$ cat src/rtl/ccdtag_pkg.sv
`timescale 1ns/1ps
// Shared types for the pixel region tagger.
// Assumes: tag codes are fixed because downstream logic decodes them.
package ccdtag_pkg;
    typedef enum logic [2:0] {
        TAG_DUMMY   = 3'd0,
        TAG_DARK    = 3'd1,
        TAG_BUFFER  = 3'd2,
        TAG_ACTIVE  = 3'd3,
        TAG_OVERCLK = 3'd4
    } region_t;
endpackage

$ cat src/rtl/ccdtag_locator.sv
`timescale 1ns/1ps
// Tracks the row and column of each incoming sample and classes it by region.
// Outputs describe the sample presented this cycle (combinational).
// Assumes: sof implies a line start; counters saturate at the overclock limit.
module ccdtag_locator
    import ccdtag_pkg::*;
#(
    parameter int N_DUMMY     = 20,
    parameter int N_DARK      = 36,
    parameter int N_DARK_SKIP = 4,
    parameter int N_BUF       = 20,
    parameter int N_ACT_COLS  = 4500,
    parameter int N_COLS      = 4641,
    parameter int N_DARK_TOP  = 30,
    parameter int N_DARK_BOT  = 23,
    parameter int N_BUF_ROWS  = 20,
    parameter int N_ACT_ROWS  = 3600,
    parameter int N_ROWS      = 3695
) (
    input  logic    clk,
    input  logic    rst_n,
    input  logic    in_valid,
    input  logic    in_sof,
    input  logic    in_sol,
    output region_t tag,
    output logic    in_win,
    output logic    win_last,
    output logic    in_top_span,
    output logic    frame_last
);
    localparam int CW = $clog2(N_COLS + 1);
    localparam int RW = $clog2(N_ROWS + 1);
    localparam logic [CW-1:0] C_DARK0 = CW'(N_DUMMY);
    localparam logic [CW-1:0] C_WIN0  = CW'(N_DUMMY + N_DARK_SKIP);
    localparam logic [CW-1:0] C_BUF0  = CW'(N_DUMMY + N_DARK);
    localparam logic [CW-1:0] C_ACT0  = CW'(N_DUMMY + N_DARK + N_BUF);
    localparam logic [CW-1:0] C_ACT1  = CW'(N_DUMMY + N_DARK + N_BUF + N_ACT_COLS);
    localparam logic [CW-1:0] C_TBUF1 = CW'(N_DUMMY + N_DARK + 2 * N_BUF + N_ACT_COLS);
    localparam logic [CW-1:0] C_END   = CW'(N_COLS);
    localparam logic [CW-1:0] C_LAST  = CW'(N_COLS - 1);
    localparam logic [CW-1:0] C_WLAST = CW'(N_DUMMY + N_DARK - 1);
    localparam logic [RW-1:0] R_BUF0  = RW'(N_DARK_TOP);
    localparam logic [RW-1:0] R_ACT0  = RW'(N_DARK_TOP + N_BUF_ROWS);
    localparam logic [RW-1:0] R_ACT1  = RW'(N_DARK_TOP + N_BUF_ROWS + N_ACT_ROWS);
    localparam logic [RW-1:0] R_DBOT  = RW'(N_ROWS - N_DARK_BOT);
    localparam logic [RW-1:0] R_END   = RW'(N_ROWS);
    localparam logic [RW-1:0] R_LAST  = RW'(N_ROWS - 1);

    logic [CW-1:0] col_nxt, cur_col;
    logic [RW-1:0] row_q, cur_row;
    region_t       col_cls, row_cls;

    // Position of the sample presented this cycle.
    always_comb begin
        cur_col = (in_sol || in_sof) ? '0 : col_nxt;
        if (in_sof)      cur_row = '0;
        else if (in_sol) cur_row = (row_q == R_END) ? R_END : row_q + 1'b1;
        else             cur_row = row_q;
    end

    // Advance the position on each valid sample; park in overclock after reset.
    always_ff @(posedge clk) begin
        if (!rst_n) begin
            col_nxt <= C_END;
            row_q   <= R_END;
        end else if (in_valid) begin
            col_nxt <= (cur_col == C_END) ? C_END : cur_col + 1'b1;
            row_q   <= cur_row;
        end
    end

    // Class of the current column.
    always_comb begin
        if (cur_col >= C_END)        col_cls = TAG_OVERCLK;
        else if (cur_col < C_DARK0)  col_cls = TAG_DUMMY;
        else if (cur_col < C_BUF0)   col_cls = TAG_DARK;
        else if (cur_col < C_ACT0)   col_cls = TAG_BUFFER;
        else if (cur_col < C_ACT1)   col_cls = TAG_ACTIVE;
        else if (cur_col < C_TBUF1)  col_cls = TAG_BUFFER;
        else                         col_cls = TAG_DARK;
    end

    // Class of the current row.
    always_comb begin
        if (cur_row >= R_END)                           row_cls = TAG_OVERCLK;
        else if (cur_row < R_BUF0 || cur_row >= R_DBOT) row_cls = TAG_DARK;
        else if (cur_row >= R_ACT0 && cur_row < R_ACT1) row_cls = TAG_ACTIVE;
        else                                            row_cls = TAG_BUFFER;
    end

    // Merge row and column classes by priority.
    always_comb begin
        if (col_cls == TAG_OVERCLK || row_cls == TAG_OVERCLK)   tag = TAG_OVERCLK;
        else if (col_cls == TAG_DUMMY)                          tag = TAG_DUMMY;
        else if (col_cls == TAG_DARK || row_cls == TAG_DARK)     tag = TAG_DARK;
        else if (col_cls == TAG_BUFFER || row_cls == TAG_BUFFER) tag = TAG_BUFFER;
        else                                                    tag = TAG_ACTIVE;
    end

    // Window and frame markers used by the accumulators.
    always_comb begin
        in_win      = (cur_col >= C_WIN0) && (cur_col < C_BUF0);
        win_last    = (cur_col == C_WLAST);
        in_top_span = (cur_row < R_BUF0) && (cur_col >= C_ACT0) && (cur_col < C_ACT1);
        frame_last  = (cur_row == R_LAST) && (cur_col == C_LAST);
    end
endmodule

$ cat src/rtl/ccdtag_line_black.sv
`timescale 1ns/1ps
// Sums the dark-reference window of one line and latches its average.
// Assumes: the window holds exactly 2**LOG2_AVG samples and ends before
// the first active column; acc_last marks the window's final sample.
module ccdtag_line_black #(
    parameter int DW       = 12,
    parameter int LOG2_AVG = 5
) (
    input  logic          clk,
    input  logic          rst_n,
    input  logic          acc_en,
    input  logic          acc_last,
    input  logic          acc_clr,
    input  logic [DW-1:0] pix,
    output logic [DW-1:0] black
);
    localparam int AW = DW + LOG2_AVG;

    logic [AW-1:0] acc, acc_sum;

    // Running sum including the present sample.
    always_comb acc_sum = acc + AW'(pix);

    // Accumulate the window, publish the average at its last sample.
    always_ff @(posedge clk) begin
        if (!rst_n) begin
            acc   <= '0;
            black <= '0;
        end else if (acc_en && acc_last) begin
            acc   <= '0;
            black <= acc_sum[AW-1:LOG2_AVG];
        end else if (acc_en) begin
            acc   <= acc_sum;
        end else if (acc_clr) begin
            acc   <= '0;
        end
    end
endmodule

$ cat src/rtl/ccdtag_frame_stat.sv
`timescale 1ns/1ps
// Sums the shielded top-row samples of a frame and publishes the sum once.
// Assumes: a frame start clears the running sum; frame_last is one sample.
module ccdtag_frame_stat #(
    parameter int DW = 12,
    parameter int SW = 30
) (
    input  logic          clk,
    input  logic          rst_n,
    input  logic          add_en,
    input  logic          frame_first,
    input  logic          frame_last,
    input  logic [DW-1:0] pix,
    output logic [SW-1:0] sum,
    output logic          stb
);
    logic [SW-1:0] acc, addend;

    // Contribution of the present sample.
    always_comb addend = add_en ? SW'(pix) : '0;

    // Accumulate over the frame and latch at its final sample.
    always_ff @(posedge clk) begin
        if (!rst_n) begin
            acc <= '0;
            sum <= '0;
            stb <= 1'b0;
        end else begin
            stb <= frame_last;
            if (frame_first)     acc <= addend;
            else                 acc <= acc + addend;
            if (frame_last)      sum <= (frame_first ? '0 : acc) + addend;
        end
    end
endmodule

$ cat src/rtl/ccd_region_tagger.sv
`timescale 1ns/1ps
// Top: tags each CCD sample by region, subtracts the per-line black level
// from active samples (clamped at zero) and reports a frame dark sum.
// Assumes: N_DARK - N_DARK_SKIP == 2**LOG2_AVG, N_DUMMY + N_DARK_SKIP > 0,
// and the border sizes fit inside N_COLS / N_ROWS.
module ccd_region_tagger
    import ccdtag_pkg::*;
#(
    parameter int DW          = 12,
    parameter int N_DUMMY     = 20,
    parameter int N_DARK      = 36,
    parameter int N_DARK_SKIP = 4,
    parameter int LOG2_AVG    = 5,
    parameter int N_BUF       = 20,
    parameter int N_ACT_COLS  = 4500,
    parameter int N_COLS      = 4641,
    parameter int N_DARK_TOP  = 30,
    parameter int N_DARK_BOT  = 23,
    parameter int N_BUF_ROWS  = 20,
    parameter int N_ACT_ROWS  = 3600,
    parameter int N_ROWS      = 3695,
    localparam int SW         = DW + $clog2(N_DARK_TOP * N_ACT_COLS + 1)
) (
    input  logic          clk,
    input  logic          rst_n,
    input  logic          pix_valid,
    input  logic          pix_sof,
    input  logic          pix_sol,
    input  logic [DW-1:0] pix_data,
    output logic          out_valid,
    output logic [2:0]    out_tag,
    output logic [DW-1:0] out_pix,
    output logic          frame_stb,
    output logic [SW-1:0] frame_sum
);
    region_t       tag;
    logic          in_win, win_last, in_top_span, frame_last;
    logic [DW-1:0] black, corr;
    logic [DW:0]   diff;

    ccdtag_locator #(
        .N_DUMMY(N_DUMMY), .N_DARK(N_DARK), .N_DARK_SKIP(N_DARK_SKIP),
        .N_BUF(N_BUF), .N_ACT_COLS(N_ACT_COLS), .N_COLS(N_COLS),
        .N_DARK_TOP(N_DARK_TOP), .N_DARK_BOT(N_DARK_BOT),
        .N_BUF_ROWS(N_BUF_ROWS), .N_ACT_ROWS(N_ACT_ROWS), .N_ROWS(N_ROWS)
    ) u_loc (
        .clk(clk), .rst_n(rst_n), .in_valid(pix_valid), .in_sof(pix_sof),
        .in_sol(pix_sol), .tag(tag), .in_win(in_win), .win_last(win_last),
        .in_top_span(in_top_span), .frame_last(frame_last)
    );

    ccdtag_line_black #(.DW(DW), .LOG2_AVG(LOG2_AVG)) u_blk (
        .clk(clk), .rst_n(rst_n),
        .acc_en(pix_valid && in_win && tag != TAG_OVERCLK),
        .acc_last(win_last),
        .acc_clr(pix_valid && (pix_sol || pix_sof)),
        .pix(pix_data), .black(black)
    );

    ccdtag_frame_stat #(.DW(DW), .SW(SW)) u_frm (
        .clk(clk), .rst_n(rst_n),
        .add_en(pix_valid && in_top_span),
        .frame_first(pix_valid && pix_sof),
        .frame_last(pix_valid && frame_last),
        .pix(pix_data), .sum(frame_sum), .stb(frame_stb)
    );

    // Black-corrected value, clamped at zero.
    always_comb begin
        diff = {1'b0, pix_data} - {1'b0, black};
        corr = diff[DW] ? '0 : diff[DW-1:0];
    end

    // Register the tagged, corrected output stream.
    always_ff @(posedge clk) begin
        if (!rst_n) begin
            out_valid <= 1'b0;
            out_tag   <= 3'd0;
            out_pix   <= '0;
        end else begin
            out_valid <= pix_valid;
            out_tag   <= tag;
            out_pix   <= (tag == TAG_ACTIVE) ? corr : '0;
        end
    end
endmodule

$ cat config.mk
export PLATFORM = sky130hd
export DESIGN_NAME = ccd_region_tagger
export DESIGN_NICKNAME = d
export VERILOG_FILES = /design/src/rtl/ccdtag_pkg.sv /design/src/rtl/ccdtag_locator.sv /design/src/rtl/ccdtag_line_black.sv /design/src/rtl/ccdtag_frame_stat.sv /design/src/rtl/ccd_region_tagger.sv
export SDC_FILE = /design/constraint.sdc
export NUM_CORES = 1
export LEC_CHECK = 0
export ABC_AREA = 1
export ABC_CLOCK_PERIOD_IN_PS = 6000
export CAP_MARGIN = 20
export CORE_ASPECT_RATIO = 0.6
export CORE_MARGIN = 5
export CORE_UTILIZATION = 40
export DETAILED_ROUTE_END_ITERATION = 8
export PLACE_DENSITY = 0.62
export SLEW_MARGIN = 10
export SYNTH_ARGS = -nofsm -noshare
export SYNTH_HDL_FRONTEND = slang
export SYNTH_SLANG_ARGS = --single-unit
$ cat constraint.sdc
create_clock -name clk -period 6 [get_ports clk]
set_clock_uncertainty 0.1 [all_clocks]
set_input_delay 1.2 -clock clk [delete_from_list [all_inputs] [get_ports clk]]
set_output_delay 1.2 -clock clk [all_outputs]
set_load 0.05 [all_outputs]
* After elaboration in Yosys (flattened, before gate mapping)
Cells that the tools add are included.
** Operators by class
- $lt $le $gt $ge :: 13
- Equality and inequality tests :: 13
- Bitwise logic cells :: 2
- Reductions and logical operators :: 21
- Multiplexer cells :: 23
- Add/sub/neg operators :: 6
** Operators with widths (count)
- $add A30 B30 Y30 :: 2
- $mux W30 :: 2
- $mux W12 :: 4
- $mux W17 :: 2
- $mux W3 :: 10
- $eq A13 B13 Y1 const B :: 2
- $lt A13 B13 Y1 const B :: 2
- $mux W13 :: 2
- $eq A12 B12 Y1 const B :: 2
- $ge A12 B12 Y1 const B :: 2
- $add A17 B12 Y17 :: 1
- $add A13 B1 Y13 const B :: 1
- $eq A13 B6 Y1 const B :: 1
- $ge A13 B13 Y1 const B :: 1
- $ge A13 B5 Y1 const B :: 1
- $ge A13 B7 Y1 const B :: 1
- $lt A13 B5 Y1 const B :: 1
- $lt A13 B6 Y1 const B :: 1
- $lt A13 B7 Y1 const B :: 1
- $sub A12 B12 Y13 :: 1
- $add A12 B1 Y12 const B :: 1
- $ge A12 B6 Y1 const B :: 1
- $logic_and A1 B1 Y1 :: 12
- $lt A12 B12 Y1 const B :: 1
- other kinds (13) :: 23
** Storage, ports and cells
- Register bits after elaboration :: 131
- Input bits :: 17
- Output and inout port bits :: 47

* Logic depth before layout (Yosys ltp)
Gate-level depths: netlist of run 1.
- Depth after elaboration :: 19
- Mapped depth :: 33
- Gate-level depth less buffers :: 30

* By module
Synthesis of run 1 repeated with hierarchy kept, for this count alone.
** Second synthesis, totals
- Cell total of the unflattened synthesis :: 1653
- Area, all modules :: 10213.5 sq um
** Modules (own cells, without submodules)
- ccdtag_frame_stat :: cells an instance 790, sequential area each 1221.2 sq um, area each 4887.2 sq um, times used 1
- ccdtag_locator :: cells an instance 366, sequential area each 500.5 sq um, area each 2103.3 sq um, times used 1
- ccdtag_line_black :: cells an instance 302, sequential area each 580.6 sq um, area each 1959.4 sq um, times used 1
- ccd_region_tagger :: cells an instance 195, sequential area each 320.3 sq um, area each 1263.7 sq um, times used 1

* Worst setup path after synthesis of run 1
OpenSTA, ideal clock, no wires.
- Path type :: in2reg
- From :: input pix_sol
- To :: register u_frm.acc[12]
- Stages on the path :: 31
- Data required time :: 5.772 ns
- Path buffers :: 3
- Setup slack :: 1.160 ns
- Data arrival time :: 4.612 ns
- Cell sequence :: buf_6 inv_8 nand2_4 buf_12 nor2_4 nand2_1 nor2_2 nand3_1 nand2_1 inv_2 nand3_2 nor2_1 inv_1 clkbuf_1 nor2_1 ha_1 fa_1 a21o_1 a21oi_1 nor2_1 nor2_1 inv_1 a21oi_1 inv_1 nand4_1 nand2_2 nand2_1 nand2_2 xor2_1 inv_1 nor2_1
** On the way
- Word-level cells in the longest chain between the ends :: 9
** Ends and longest elaborated chain
- start: declaration :: line ccd_region_tagger.sv:28 : input logic pix_sol,
- $mux W12 / $logic_or A1 B1 Y1 (equally long branches) :: line ccdtag_locator.sv:57, ccdtag_locator.sv:55
- $mux W12 / $mux W13 (equally long branches) :: line ccdtag_locator.sv:56, ccdtag_locator.sv:55
- $lt A12 B5 Y1 / $ge A13 B7 Y1 (equally long branches) :: line ccdtag_locator.sv:104 : in_top_span = (cur_row < R_BUF0) && (cur_col >= C_ACT0) && (cur_col < C_ACT1);
- $logic_and A1 B1 Y1 :: line ccdtag_locator.sv:104
- $logic_and A1 B1 Y1 (*) :: line ccdtag_locator.sv:104
- $logic_and A1 B1 Y1 (*) :: line ccd_region_tagger.sv:62 : .add_en(pix_valid && in_top_span),
- $mux W12 (*) :: line ccdtag_frame_stat.sv:20 : always_comb addend = add_en ? SW'(pix) : '0;
- $add A30 B30 Y30 (*) :: line ccdtag_frame_stat.sv:31 : else acc <= acc + addend;
- $mux W30 (*) :: line ccdtag_frame_stat.sv:30 : if (frame_first) acc <= addend;
- end signal: assignment :: line ccdtag_frame_stat.sv:30
- end signal: assignment :: line ccdtag_frame_stat.sv:31
- end: declaration :: line ccdtag_frame_stat.sv:17 : logic [SW-1:0] acc, addend;
Mark *: on every way between the ends. The rest lies on a longest branch, timed or not.
A chain may end at the register's enable or synchronous reset.

* Worst setup path after layout of run 1
- From :: input pix_sof
- To :: register u_frm.sum[20]
** On the way
- Word-level cells in the longest chain between the ends :: 8
** Ends and longest elaborated chain
- start: declaration :: line ccd_region_tagger.sv:27 : input logic pix_sof,
- $logic_or A1 B1 Y1 :: line ccdtag_locator.sv:55 : cur_col = (in_sol || in_sof) ? '0 : col_nxt;
- $mux W13 :: line ccdtag_locator.sv:55
- $ge A13 B7 Y1 :: line ccdtag_locator.sv:104
- $logic_and A1 B1 Y1 (2 in a row) :: line ccdtag_locator.sv:104
- $logic_and A1 B1 Y1 :: line ccd_region_tagger.sv:62
- $mux W12 :: line ccdtag_frame_stat.sv:20
- $add A30 B30 Y30 :: line ccdtag_frame_stat.sv:32 : if (frame_last) sum <= (frame_first ? '0 : acc) + addend;
- end signal: assignment :: line ccdtag_frame_stat.sv:32
- end: declaration :: line ccdtag_frame_stat.sv:14 : output logic [SW-1:0] sum,
Parallel ways exist; a longest one is shown, timed or not.

==> metrics.yaml, run 1 <==
crit_path_end_kind: "register"
worst_slack_ns: 0.5239
dpl_worst_slack_ns: 0.2199
antenna_found_initial: 0
tns_ns: 0
clockRootBuffer: "clkbuf_16"
rsz0062_at_grt: "false"
finalCritPeriodShare_pct: 91.27
cts_resized: 0
clk_path_buf_depth: 2
numCtsBuffers: 17
clock_sinks: 131
layout_common_cells: "nand2_1 (284), inv_1 (195), nor2_1 (175), dfxtp_1 (131), a21oi_1 (107)"
cts_tree: "done"
post-cts-setup-buffer-count: 0
regArea_um2: 2623
grt_max_degree: 41
power_density_nw_per_um2: 208.7
clk-insertion-delay-late_ns: 0.44
worst_slew_pin_slew_ns: 0.9764
max_clock_freq_mhz: 182.6
drive_gt1_share_pct: 9.320
yosys_register_bits: 131
status: "finished, final reports clean"
drt-vias-per-instance: 5.112
via_count: 9125
routed_wl_um: 28370
start_util_pct: 40.37
maxCapViolCount: 0
netlist_area_um2: 9275
design_area_um2: 10810
finalSetupViolations: 0
chipWidth_um: 206.6
ys_seq_area_share_pct: 28.27
die_y_um: 128.0
stdcell_count: 1785
synth_area_per_cell_um2: 6.658
path_class: "input pin to register"
syn_nets: 1464
port_buffers: 63
synth_warnings: 0
crit_required_ns: 6.22
drt-pass1-iter-count: 5
postRouteAntennaNets: 0
drv_slew: 0
grt_remaining_overflow: 0
ys.flop_type: "dfxtp_1"
hold_viol: 0
nFillCells: 2378
final_common_cell: "nand2_1"
fp-row-count: 43
dpl_cell_area_um2: 10220
num-nets-final: 1528
cts.clk_slew.worst_paths_ns: 0.06
antennaDiodeCount: 0
synthCells: 1393
total_power_w: 0.002257
wl_per_cell_um: 15.89
multi_input_area_um2: 5683
area_growth_syn_to_layout_pct: 16.59
max-slew-margin-rel_pct: 34.42
grt_usage_pct: 21.58
core_area_um2: 22970
peakVddDrop_mv: 0.1741
ios: 64
synthArstFlopShare_pct: 0
hold_path.class: "register to register"
grt_pass1_vias: 7923
finalWeightedCongestion: 0.9768
dp_hpwl_um: 21840
ys_types: 63
worst_setup_path_start_kind: "input pin"
drc: 0
dpl.cell_count: 1752
htree_num_levels: 4
cts_hold_buf: 0
synth_edf_count: 0
dieArea_um2: 26430
drtIter0Drc: 872
grt_pass1_wl_um: 44640
power.leakage_nw: 4.533
period_minus_slack_ns: 5.476
worst-path-max-fanout: 14
arrival_ns: 5.70
through the flow:
step | utilization [%] | hold WS [ns]
CTS | 47.05 | 0.3643
finish | 47.07 | 0.3644
detailed placement | 44.49 | 0.3551
floorplan | - | 0.3382
global placement | 44.49 | 0.3474
global route | 47.07 | 0.3801
layer usage:
metal / wire, um / vias up / part of all wire, % / GRT usage, %
met4: 354 / 0 / 1.2 / 4.183
met3: 2459 / 25 / 8.7 / 6.144
met1: 15480 / 4115 / 55 / 35.87
li1: - / 4660 / - / -
met2: 10080 / 325 / 36 / 26.39
met5: 0 / - / 0 / 0
path summary, 6_finish.rpt:
kind / cells after the start / from / endpoint / slack, ns
min: 2 / u_loc.col_nxt[1] / u_loc.col_nxt[1] / 0.36
max: 27 / pix_sof / u_frm.sum[20] / 0.52
max reg2reg: 26 / u_loc.row_q[0] / u_frm.sum[20] / 1.50
min reg2reg: 2 / u_loc.col_nxt[1] / u_loc.col_nxt[1] / 0.36
cell families after synthesis:
family / count (synthesis) / synth area share (%)
adders and majority gates: 54 / 7.608
xor gates and xnor gates: 42 / 3.966
and+or+nand+nor: 687 / 34.97
AOI/OAI and AO/OA: 237 / 14.66
DFF: 131 / 28.27
buffers and inverters: 242 / 10.52
critical path, stage by stage:
cell             delay (ns)
clkdlybuf4s50_1        0.50
inv_2                  0.28
nand2_4                0.26
nor2_2                 0.31
nor2_1                 0.13
nand3_1                0.17
nand2_1                0.09
inv_2                  0.07
nand3_2                0.08
nor2_1                 0.22
inv_1                  0.11
nor2_1                 0.34
inv_1                  0.12
fa_1                   0.47
nand3b_1               0.20
nor2_1                 0.10
nor2_1                 0.07
inv_1                  0.10
nand3_1                0.11
nand2_2                0.11
nand2_2                0.08
o21bai_2               0.17
nand2_1                0.09
nand2_1                0.08
nand2_1                0.05
o21bai_1               0.12
inv_1                  0.05
flip-flops by register name (all words and copies together), names as in the netlist:
register,count
out_pix,12
out_tag,3
out_valid,1
u_blk.acc,17
u_blk.black,12
u_frm.acc,30
u_frm.stb,1
u_frm.sum,30
u_loc.col_nxt,13
u_loc.row_q,12
cell usage after synthesis (10+ instances only):
library cell	instances	area [um2]
ha_1	50	625.6
inv_1	195	732.0
nor2_4	11	123.9
o21ai_0	73	365.4
clkbuf_1	19	71.32
nand3_1	84	420.4
xnor2_1	14	122.6
nand2_2	21	131.4
dfxtp_1	131	2623
inv_2	11	41.29
nand2_1	284	1066
nand4_1	25	156.4
xor2_1	28	245.2
o21ai_1	10	50.05
nor4_1	16	100.1
nor2_1	175	656.9
nor3_1	17	85.08
a21oi_1	107	535.5
nor2_2	11	68.82
final cells by class:
type	instances	area share [%]
clock inverters	11	1.192
clock buffers	21	4.258
repair buffers	76	6.711
inverters	211	7.393
multi-input cells	1020	52.55
flip-flops and latches	131	24.25
well taps	315	3.645
where the power goes:
part	total [W]	switching [W]	internal, W
combinational	0.000296	0.000202	0.0000938
sequential	0.000903	0.0000145	0.000888
clock	0.00106	0.000423	0.000635
total	0.00226	0.000639	0.00162
(Power assumes the default switching activity.)
==> run 2: changes to the inputs <==
--- a/config.mk
+++ b/config.mk
@@ -11,6 +11,7 @@
 export CORE_ASPECT_RATIO = 0.6
 export CORE_MARGIN = 5
 export CORE_UTILIZATION = 40
+export CTS_CLUSTER_SIZE = 40
 export DETAILED_ROUTE_END_ITERATION = 8
 export PLACE_DENSITY = 0.62
 export SLEW_MARGIN = 10
==> results of run 2 <==
No change in the layout: final DEF, timing and power equal those of run 1.
